### src/rtl/nbm_pkg.sv
package nbm_pkg;

  typedef enum logic [1:0] {
    ST_IDLE = 2'd0,
    ST_TX   = 2'd1,
    ST_GAP  = 2'd2,
    ST_RX   = 2'd3
  } nbm_state_e;

  // Half-period in system cycles, rounded up so it never undercuts the minimum.
  function automatic int unsigned half_cycles(input int unsigned period_ps,
                                              input int unsigned min_ps);
    return (min_ps + period_ps - 1) / period_ps;
  endfunction

  // Read command: read flag (bit 6) and address flag (bit 5) with the address.
  function automatic logic [7:0] read_cmd(input logic [3:0] addr);
    return {4'b0110, addr};
  endfunction

  // Write address command: address flag (bit 5) with the address.
  function automatic logic [7:0] write_addr_cmd(input logic [3:0] addr);
    return {4'b0010, addr};
  endfunction

  // Write data command: data flag (bit 4) with the nibble.
  function automatic logic [7:0] write_data_cmd(input logic [3:0] nib);
    return {4'b0001, nib};
  endfunction

endpackage

### src/rtl/nbm_sync2.sv
module nbm_sync2 (
  input  logic clk,
  input  logic rst_n,
  input  logic d,
  output logic q
);
  logic meta;

  always_ff @(posedge clk or negedge rst_n) begin
    if (!rst_n) begin
      meta <= 1'b0;
      q    <= 1'b0;
    end else begin
      meta <= d;
      q    <= meta;
    end
  end
endmodule

### src/rtl/nbm_half_timer.sv
module nbm_half_timer #(
  parameter int unsigned HALF = 175,
  parameter int unsigned CW   = 8
) (
  input  logic clk,
  input  logic rst_n,
  input  logic restart,
  input  logic run,
  output logic half_end
);
  logic [CW-1:0] cnt;

  always_ff @(posedge clk or negedge rst_n) begin
    if (!rst_n)           cnt <= CW'(HALF - 1);
    else if (restart)     cnt <= CW'(HALF - 1);
    else if (run)         cnt <= (cnt == '0) ? CW'(HALF - 1) : cnt - 1'b1;
  end

  assign half_end = run && !restart && (cnt == '0);
endmodule

### src/rtl/nibble_bus_master.sv
module nibble_bus_master #(
  parameter int unsigned CLK_PERIOD_PS = 4000,
  parameter int unsigned MIN_HALF_PS   = 700000
) (
  input  logic       clk,
  input  logic       rst_n,
  input  logic       start_i,
  input  logic       write_i,
  input  logic [3:0] addr_i,
  input  logic [3:0] wdata_i,
  output logic       busy_o,
  output logic       done_o,
  output logic [3:0] rdata_o,
  output logic       sclk_o,
  output logic       sdat_o,
  output logic       sdat_oe_o,
  input  logic       sdat_i
);
  import nbm_pkg::*;

  localparam int unsigned HALF = half_cycles(CLK_PERIOD_PS, MIN_HALF_PS);
  localparam int unsigned CW   = (HALF > 1) ? $clog2(HALF) : 1;

  nbm_state_e state;
  logic [7:0] tx_sh, rx_sh, second_cmd;
  logic [2:0] bit_idx;
  logic       low_phase, byte_no, is_write;
  logic       sdat_sync;

  // Named internal events for the checker.
  logic accept, half_end, rx_active, last_bit;
  assign accept    = start_i && (state == ST_IDLE);
  assign rx_active = (state == ST_RX);
  assign last_bit  = (bit_idx == 3'd7) && low_phase;

  nbm_sync2 u_sync (
    .clk   (clk),
    .rst_n (rst_n),
    .d     (sdat_i),
    .q     (sdat_sync)
  );

  nbm_half_timer #(.HALF(HALF), .CW(CW)) u_timer (
    .clk      (clk),
    .rst_n    (rst_n),
    .restart  (accept),
    .run      (busy_o),
    .half_end (half_end)
  );

  always_ff @(posedge clk or negedge rst_n) begin
    if (!rst_n) begin
      state      <= ST_IDLE;
      tx_sh      <= '0;
      rx_sh      <= '0;
      second_cmd <= '0;
      bit_idx    <= '0;
      low_phase  <= 1'b0;
      byte_no    <= 1'b0;
      is_write   <= 1'b0;
      done_o     <= 1'b0;
      rdata_o    <= '0;
    end else begin
      done_o <= 1'b0;
      unique case (state)
        ST_IDLE: if (accept) begin
          state      <= ST_TX;
          is_write   <= write_i;
          tx_sh      <= write_i ? write_addr_cmd(addr_i) : read_cmd(addr_i);
          second_cmd <= write_data_cmd(wdata_i);
          bit_idx    <= '0;
          low_phase  <= 1'b0;
          byte_no    <= 1'b0;
        end
        ST_TX: if (half_end) begin
          if (!low_phase) begin
            low_phase <= 1'b1;
          end else begin
            low_phase <= 1'b0;
            if (last_bit) begin
              if (byte_no) begin
                state  <= ST_IDLE;
                done_o <= 1'b1;
              end else begin
                state <= ST_GAP;
              end
            end else begin
              bit_idx <= bit_idx + 1'b1;
              tx_sh   <= {tx_sh[6:0], 1'b0};
            end
          end
        end
        ST_GAP: if (half_end) begin
          byte_no <= 1'b1;
          bit_idx <= '0;
          if (is_write) begin
            tx_sh <= second_cmd;
            state <= ST_TX;
          end else begin
            state <= ST_RX;
          end
        end
        ST_RX: if (half_end) begin
          if (!low_phase) begin
            rx_sh     <= {rx_sh[6:0], sdat_sync};
            low_phase <= 1'b1;
          end else begin
            low_phase <= 1'b0;
            if (last_bit) begin
              state   <= ST_IDLE;
              done_o  <= 1'b1;
              rdata_o <= rx_sh[3:0];
            end else begin
              bit_idx <= bit_idx + 1'b1;
            end
          end
        end
        default: state <= ST_IDLE;
      endcase
    end
  end

  assign busy_o    = (state != ST_IDLE);
  assign sclk_o    = !(low_phase && (state == ST_TX || state == ST_RX));
  assign sdat_oe_o = (state == ST_TX);
  assign sdat_o    = (state == ST_TX) ? tx_sh[7] : 1'b0;

endmodule

### config.mk
export PLATFORM = sky130hd
export DESIGN_NAME = nibble_bus_master
export DESIGN_NICKNAME = d
export VERILOG_FILES = /design/src/rtl/nbm_pkg.sv /design/src/rtl/nbm_sync2.sv /design/src/rtl/nbm_half_timer.sv /design/src/rtl/nibble_bus_master.sv
export SDC_FILE = /design/constraint.sdc
export NUM_CORES = 1
export LEC_CHECK = 0
export CAP_MARGIN = 40
export CORE_MARGIN = 2
export CORE_UTILIZATION = 50
export DETAILED_ROUTE_END_ITERATION = 8
export PLACE_DENSITY_LB_ADDON = 0.12
export SLEW_MARGIN = 20
export SYNTH_ARGS = -nofsm -noshare
export SYNTH_HDL_FRONTEND = slang
export SYNTH_HIERARCHICAL = 1
export SYNTH_SLANG_ARGS = --single-unit
### constraint.sdc
create_clock -name clk -period 3.7 [get_ports clk]
set_input_delay 0.37 -clock clk [delete_from_list [all_inputs] [get_ports clk]]
set_output_delay 0.37 -clock clk [all_outputs]
set_load 0.01 [all_outputs]
==> results of run 1 <==
[worst max path at each step]
stage | endpoint | cells past startpoint | slack, ps
after global routing | tx_sh[7]$_DFFE_PN0P_ | 9 | 380
after CTS | tx_sh[4]$_DFFE_PN0P_ | 9 | 550
after detailed placement | tx_sh[1]$_DFFE_PN0P_ | 9 | 570
after global placement | tx_sh[1]$_DFFE_PN0P_ | 9 | 710
final | tx_sh[4]$_DFFE_PN0P_ | 9 | 570
after floorplan | tx_sh[0]$_DFFE_PN0P_ | 9 | 980
[where the power goes]
part	total, mW	internal, mW	switching [mW]
Sequential	0.441	0.440	0.00130
Clock	0.362	0.203	0.159
Combinational	0.0280	0.0160	0.0120
[placed cells by master, fill, tap and decap left out, types with 3 or more instances in the layout]
cell             instances
clkbuf_8                 5
clkdlybuf4s50_1         20
nand2_1                  8
dfrtp_1                 35
ha_1                     9
mux2_2                  23
a21oi_1                 13
nand3_1                  6
o21ai_0                 10
nor2_1                   9
nor3_1                   4
dfstp_2                  5
a22oi_1                  4
nand2b_1                12
nor2b_1                  3
inv_1                    7
[cells by family after synthesis]
| logic type | Yosys count | share of synthesized area [%] |
|---|---|---|
| fa+ha+maj | 9 | 5.49 |
| simple gates | 56 | 16.1 |
| buf+inv | 15 | 2.93 |
| mux | 24 | 13.1 |
| flops | 40 | 49.1 |
| compound gates | 40 | 13.3 |
[worst register-to-register path, cell delays in order, from the launching register on]
cell,delay (ps)
dfrtp_1,470
inv_1,160
ha_1,270
nand2_1,290
inv_1,230
nor3b_1,220
buf_4,200
nand3b_4,90
a2111oi_4,660
mux2_2,410
[registers in the layout, indices dropped and copies added, names as in the netlist, 2 cells and up]
| signal | flops |
|---|---|
| tx_sh | 8 |
| u_timer/cnt | 8 |
| second_cmd | 5 |
| rdata_o | 4 |
| rx_sh | 4 |
| bit_idx | 3 |
| state | 2 |
[synth_stat cells, drive strengths merged, types with 4 or more instances]
master	n	area (sq um)
a22oi	4	30.0
nand2	8	30.0
nor3	4	20.0
mux2	23	259
o21ai	10	50.1
ha	9	113
dfstp	5	131
a21oi	13	65.1
clkbuf	6	22.5
inv	7	26.3
nand3	6	30.0
nand2b	12	75.1
dfrtp	35	876
nor2	9	33.8
[per-layer routing]
metal  vias to the layer above  global-route usage (%)  part of all wire [%]
met5                         -                       0                     0
met4                         0                    7.50                   1.2
met3                         7                    4.11                   3.3
met2                        24                    30.2                    51
met1                       697                    24.3                    45
li1                        698                       -                     -
[metrics by stage]
step / util [%] / hold slack [ps]
floorplan: - / 74.4
global placement: 57.8 / 332
detailed placement: 58.4 / 332
CTS: 61.3 / 8.74
global route: 61.3 / 23.7
finish: 61.3 / 3.39
[layout make-up]
cell class	instances	area share, %
flip-flops and latches	40	41.3
repair buffers	23	9.86
clock inverters	3	1.90
clock buffers	5	2.82
inverters	7	1.08
multi-input cells	129	40.4
well taps	50	2.57
==> metrics.yaml, run 1 <==
status:
  outcome: "complete, no violations"
drt:
  num_vias: 1426
  vias_per_cell: 5.55
  wl_mm: 3.90
  ant_nets: 0
  first_pass_iters: 4
  first_iter_violations: 85
  wl_per_cell_um: 15.2
  drc: 0
die:
  core_area_sq_um: 3970
  die_h_um: 68.1
  start_util_pct: 51.7
  die_x_um: 68.1
  num_rows: 23
  dieArea_sq_um: 4630
  ioPinCount: 22
clock_tree:
  clockBufferDepth: 2
  cts_tree: "done"
  root_buffer: "clkbuf_8"
  cts_max_level: 2
  cts.sinks: 40
  path_clk_slew_ps: 80
  clkLatencyLatePin_ps: 290
  cts_resized: 0
  postCtsSetupRepairBufs: 0
  cts_hold_buf: 0
  cts_buffers: 5
setup_path:
  cp-startpoint: "state[0]$_DFFE_PN0P_"
  timing_worst_setup_path_type: "flop to flop"
  critical_path.cell_chain: "inv_1, ha_1, nand2_1, inv_1, nor3b_1, buf_4, nand3b_4, a2111oi_4, mux2_2"
  start_kind: "flop"
  critPathMaxFanout: 10
  critPathSlowestCell: "a2111oi_4"
  slowest_delay_ps: 660
  crit_top_cell: "inv_1"
  r2r_start: "state[0]$_DFFE_PN0P_"
  r2r-end: "tx_sh[4]$_DFFE_PN0P_"
  critical_path_required_ps: 3880
  regToRegSetupSlack_ps: 570
  cp_num_buf_inv: 3
  critPathTopFamily: "compound AO/OA/AOI/OAI gates"
  worstPathArrival_ps: 3310
  critPathCaptureType: "flop"
  r2r_cells: 9
pwr:
  peakVddDrop_uv: 314
  power_leakage_nw: 1.13
  p_per_area_nw_per_um2: 341
  power.total_mw: 0.832
place:
  dpl.cell_count: 249
  io_buffer_count: 21
  gp_congestion: 0.817
  dpl-instance-area_sq_um: 2320
  pre_cts_ws_ps: 574
  dp_hpwl_mm: 2.92
synthesis:
  synth_top_flop_cell: "dfrtp_1"
  syn_nets: 206
  ys_seq_elements: 40
  synth_edf_count: 0
  avgSynthCellArea_sq_um: 11.2
  synth-async-reset-ratio_pct: 100
  synth_cell_type_count: 37
  netlist_area_sq_um: 2050
  ys_warn_count: 6
  yosysSeqAreaShare_pct: 49.1
  synthCells: 184
global_routing:
  grt_max_degree: 25
  grt_pass1_vias: 1354
  gr-usage-all-layers_pct: 18.7
  grt_pass1_wl_mm: 6.33
  antenna_found_initial: 0
  overflow: 0
finish:
  nets: 228
  drive_gt1_share_pct: 20.8
  antennaDiodeCount: 0
  post-route-cell-area_sq_um: 2440
  n_fill_cell: 326
  multi_input_area_sq_um: 985
  area_growth_syn_to_layout_pct: 18.7
  instances_no_fill: 257
  seqCellArea_sq_um: 1010
sta:
  maxSlewHeadroom_pct: 57.4
  min_period_ps: 3130
  fmax_ghz: 0.320
  finalMaxSlewViolations: 0
  fin_crit_sh_pct: 84.6
  rsz0062_at_grt: "no"
  setup_ws_ps: 571
  fin_setup_tns_ps: 0
  setup_viol: 0
  worst_pin_slew_ps: 638
  fin_skew_ps: 8.01
  hold_violations: 0
worst_hold_path:
  hold_path.class: "input port to asynchronous set/reset pin"
flow_run:
  drv_cap: 0
No activity file was read; power rests on OpenSTA's default activity.
==> run 2: changes to the inputs <==
Clock period 3.7 ns to 2.9 ns, I/O delays scaled along.
==> metrics.yaml, run 2 (synthesis gave the netlist of run 1 again) <==
clock_tree:
  cts_buffers: 5  # unchanged
  cts_tree: "done"  # unchanged
  path_clk_slew_ps: 80  # about the same
  root_buffer: "clkbuf_8"  # unchanged
  cts_max_level: 2  # unchanged
  clockBufferDepth: 2  # unchanged
  cts.sinks: 40  # unchanged
  clkLatencyLatePin_ps: 290  # about the same
global_routing:
  antenna_found_initial: 0  # unchanged
  grt_max_degree: 31  # was 25
  overflow: 0  # unchanged
  grt_pass1_wl_mm: 6.40  # was 6.33 mm
  grt_pass1_vias: 1389  # was 1,354
  gr-usage-all-layers_pct: 18.9  # was 18.7%
finish:
  top_regs: "tx_sh: 8 flops, u_timer/cnt: 8 flops, second_cmd: 5 flops"  # unchanged
  layout_commonest_cell: "dfrtp_1"  # unchanged
  seqCellArea_sq_um: 1010  # unchanged
  multi_input_area_sq_um: 985  # unchanged
  n_fill_cell: 313  # was 326
  area_growth_syn_to_layout_pct: 20.7  # was 18.7%
  antennaDiodeCount: 0  # unchanged
  post-route-cell-area_sq_um: 2480  # was 2440 sq um
  nets: 234  # was 228
  drive_gt1_share_pct: 22.5  # was 20.8%
  final_util_pct: 62.4  # was 61.3%
  final_cell_mix: "dfrtp_1 (35), mux2_2 (23), clkdlybuf4s50_1 (20), a21oi_1 (13), nand2b_1 (12)"  # unchanged
setup_path:
  critPathMaxFanout: 10  # unchanged
  critPathCaptureType: "flop"  # unchanged
  critical_path_required_ps: 3080  # was 3880 ps
  timing_worst_setup_path_type: "flop to flop"  # unchanged
  start_kind: "flop"  # unchanged
  worstPathArrival_ps: 2740  # was 3310 ps
place:
  dp_hpwl_mm: 2.88  # was 2.92 mm
  dpl-instance-area_sq_um: 2340  # was 2320 sq um
  gp_congestion: 0.746  # was 0.817
  io_buffer_count: 21  # unchanged
  pre_cts_ws_ps: 163  # was 574 ps
die:
  dieArea_sq_um: 4630  # unchanged
  num_rows: 23  # unchanged
  ioPinCount: 22  # unchanged
  die_h_um: 68.1  # unchanged
  core_area_sq_um: 3970  # unchanged
  start_util_pct: 51.7  # unchanged
  die_x_um: 68.1  # unchanged
drt:
  first_iter_violations: 79  # was 85
  first_pass_iters: 4  # unchanged
  vias_per_cell: 5.54  # was 5.55
  wl_per_cell_um: 14.9  # was 15.2 um
  num_vias: 1458  # was 1,426
  ant_nets: 0  # unchanged
  drc: 0  # unchanged
  wl_mm: 3.91  # was 3.90 mm
pwr:
  p_per_area_nw_per_um2: 428  # was 341 nW/um^2
  peakVddDrop_uv: 309  # was 314 uV
  power_leakage_nw: 1.16  # was 1.13 nW
sta:
  fin_crit_sh_pct: 88.2  # was 84.6%
  setup_ws_ps: 341  # was 571 ps
  fmax_ghz: 0.391  # was 0.320 GHz
  fin_setup_tns_ps: 0  # unchanged
  hold_ws_ps: 368  # was 3.39 ps
  finalMaxSlewViolations: 0  # unchanged
  worst_pin_slew_ps: 583  # was 638 ps
  rsz0062_at_grt: "no"  # unchanged
  min_period_ps: 2560  # was 3130 ps
  setup_viol: 0  # unchanged
  maxSlewHeadroom_pct: 61.1  # was 57.4%
  hold_violations: 0  # unchanged
  fin_skew_ps: 3.13  # was 8.01 ps
worst_hold_path:
  hold_path.class: "flop to flop"  # was input port to asynchronous set/reset pin
status:
  outcome: "complete, no violations"  # unchanged
flow_run:
  drv_cap: 0  # unchanged
## run 2: changes by cell type in the layout (fill, tap and decap cells not counted)
cell / previous run / this run
buf_4: 1 / 6
buf_12: 0 / 1
buf_16: 1 / 0
dlygate4sd3_1: 0 / 1
## run 2: critical path: stages, from the launching register on
cell,delay (ps)
dfrtp_1,420
inv_1,120
ha_1,170
nor3b_1,230
nand2_1,130
nor3b_1,220
buf_4,200
nand3b_4,90
a2111oi_4,340
buf_4,200
mux2_2,330
## run 2: per-stage QoR
stage | power (mW) | instances
5_1_grt | 1.11 | 263
2_1_floorplan | 0.578 | 184
3_3_place_gp | 0.604 | 251
6_report | 1.06 | 263
3_5_place_dp | 0.609 | 252
4_1_cts | 1.08 | 261
## run 2: metal layers
metal | wire [um] | up-vias | track usage (%)
met4 | 67 | 0 | 9.50
met2 | 1930 | 23 | 30.0
met5 | 0 | - | 0
li1 | - | 709 | -
met3 | 121 | 6 | 4.61
met1 | 1790 | 720 | 23.9
## run 2: path summary, 6_finish.rpt
kind | start | slack [ps] | depth (start not counted) | endpoint
max | u_timer/cnt[0]$_DFFE_PN0P_ | 340 | 10 | tx_sh[2]$_DFFE_PN0P_
min | u_sync/meta$_DFF_PN0_ | 370 | 0 | u_sync/q$_DFF_PN0_
max reg2reg | u_timer/cnt[0]$_DFFE_PN0P_ | 340 | 10 | tx_sh[2]$_DFFE_PN0P_
min reg2reg | u_sync/meta$_DFF_PN0_ | 370 | 0 | u_sync/q$_DFF_PN0_
max in group asynchronous | rst_n | 1990 | 3 | u_timer/cnt[2]$_DFFE_PN1P_
min in group asynchronous | rst_n | 400 | 2 | bit_idx[2]$_DFFE_PN0P_
## run 2: cell type report
class                           instances  area share [%]
Multi-Input combinational cell        129            39.8
Sequential cell                        40            40.7
Tap cell                               50            2.53
Clock buffer                            5            2.78
Inverter                                7            1.06
Clock inverter                          3            1.87
Timing Repair Buffer                   29            11.3
## run 2: power by group
part	switching (mW)	internal [mW]	leakage, nW
Clock	0.203	0.259	0.0548
Sequential	0.00165	0.561	0.509
Combinational	0.0150	0.0202	0.593
Total	0.220	0.840	1.16
## run 2: timing repair
item / in CTS / in global routing
endpoints found under the hold margin: 8 / 0
setup endpoints to repair: 0 / 8
resized for setup: 0 / 0
hold buffers: 1 / 0
setup buffers: 0 / 2
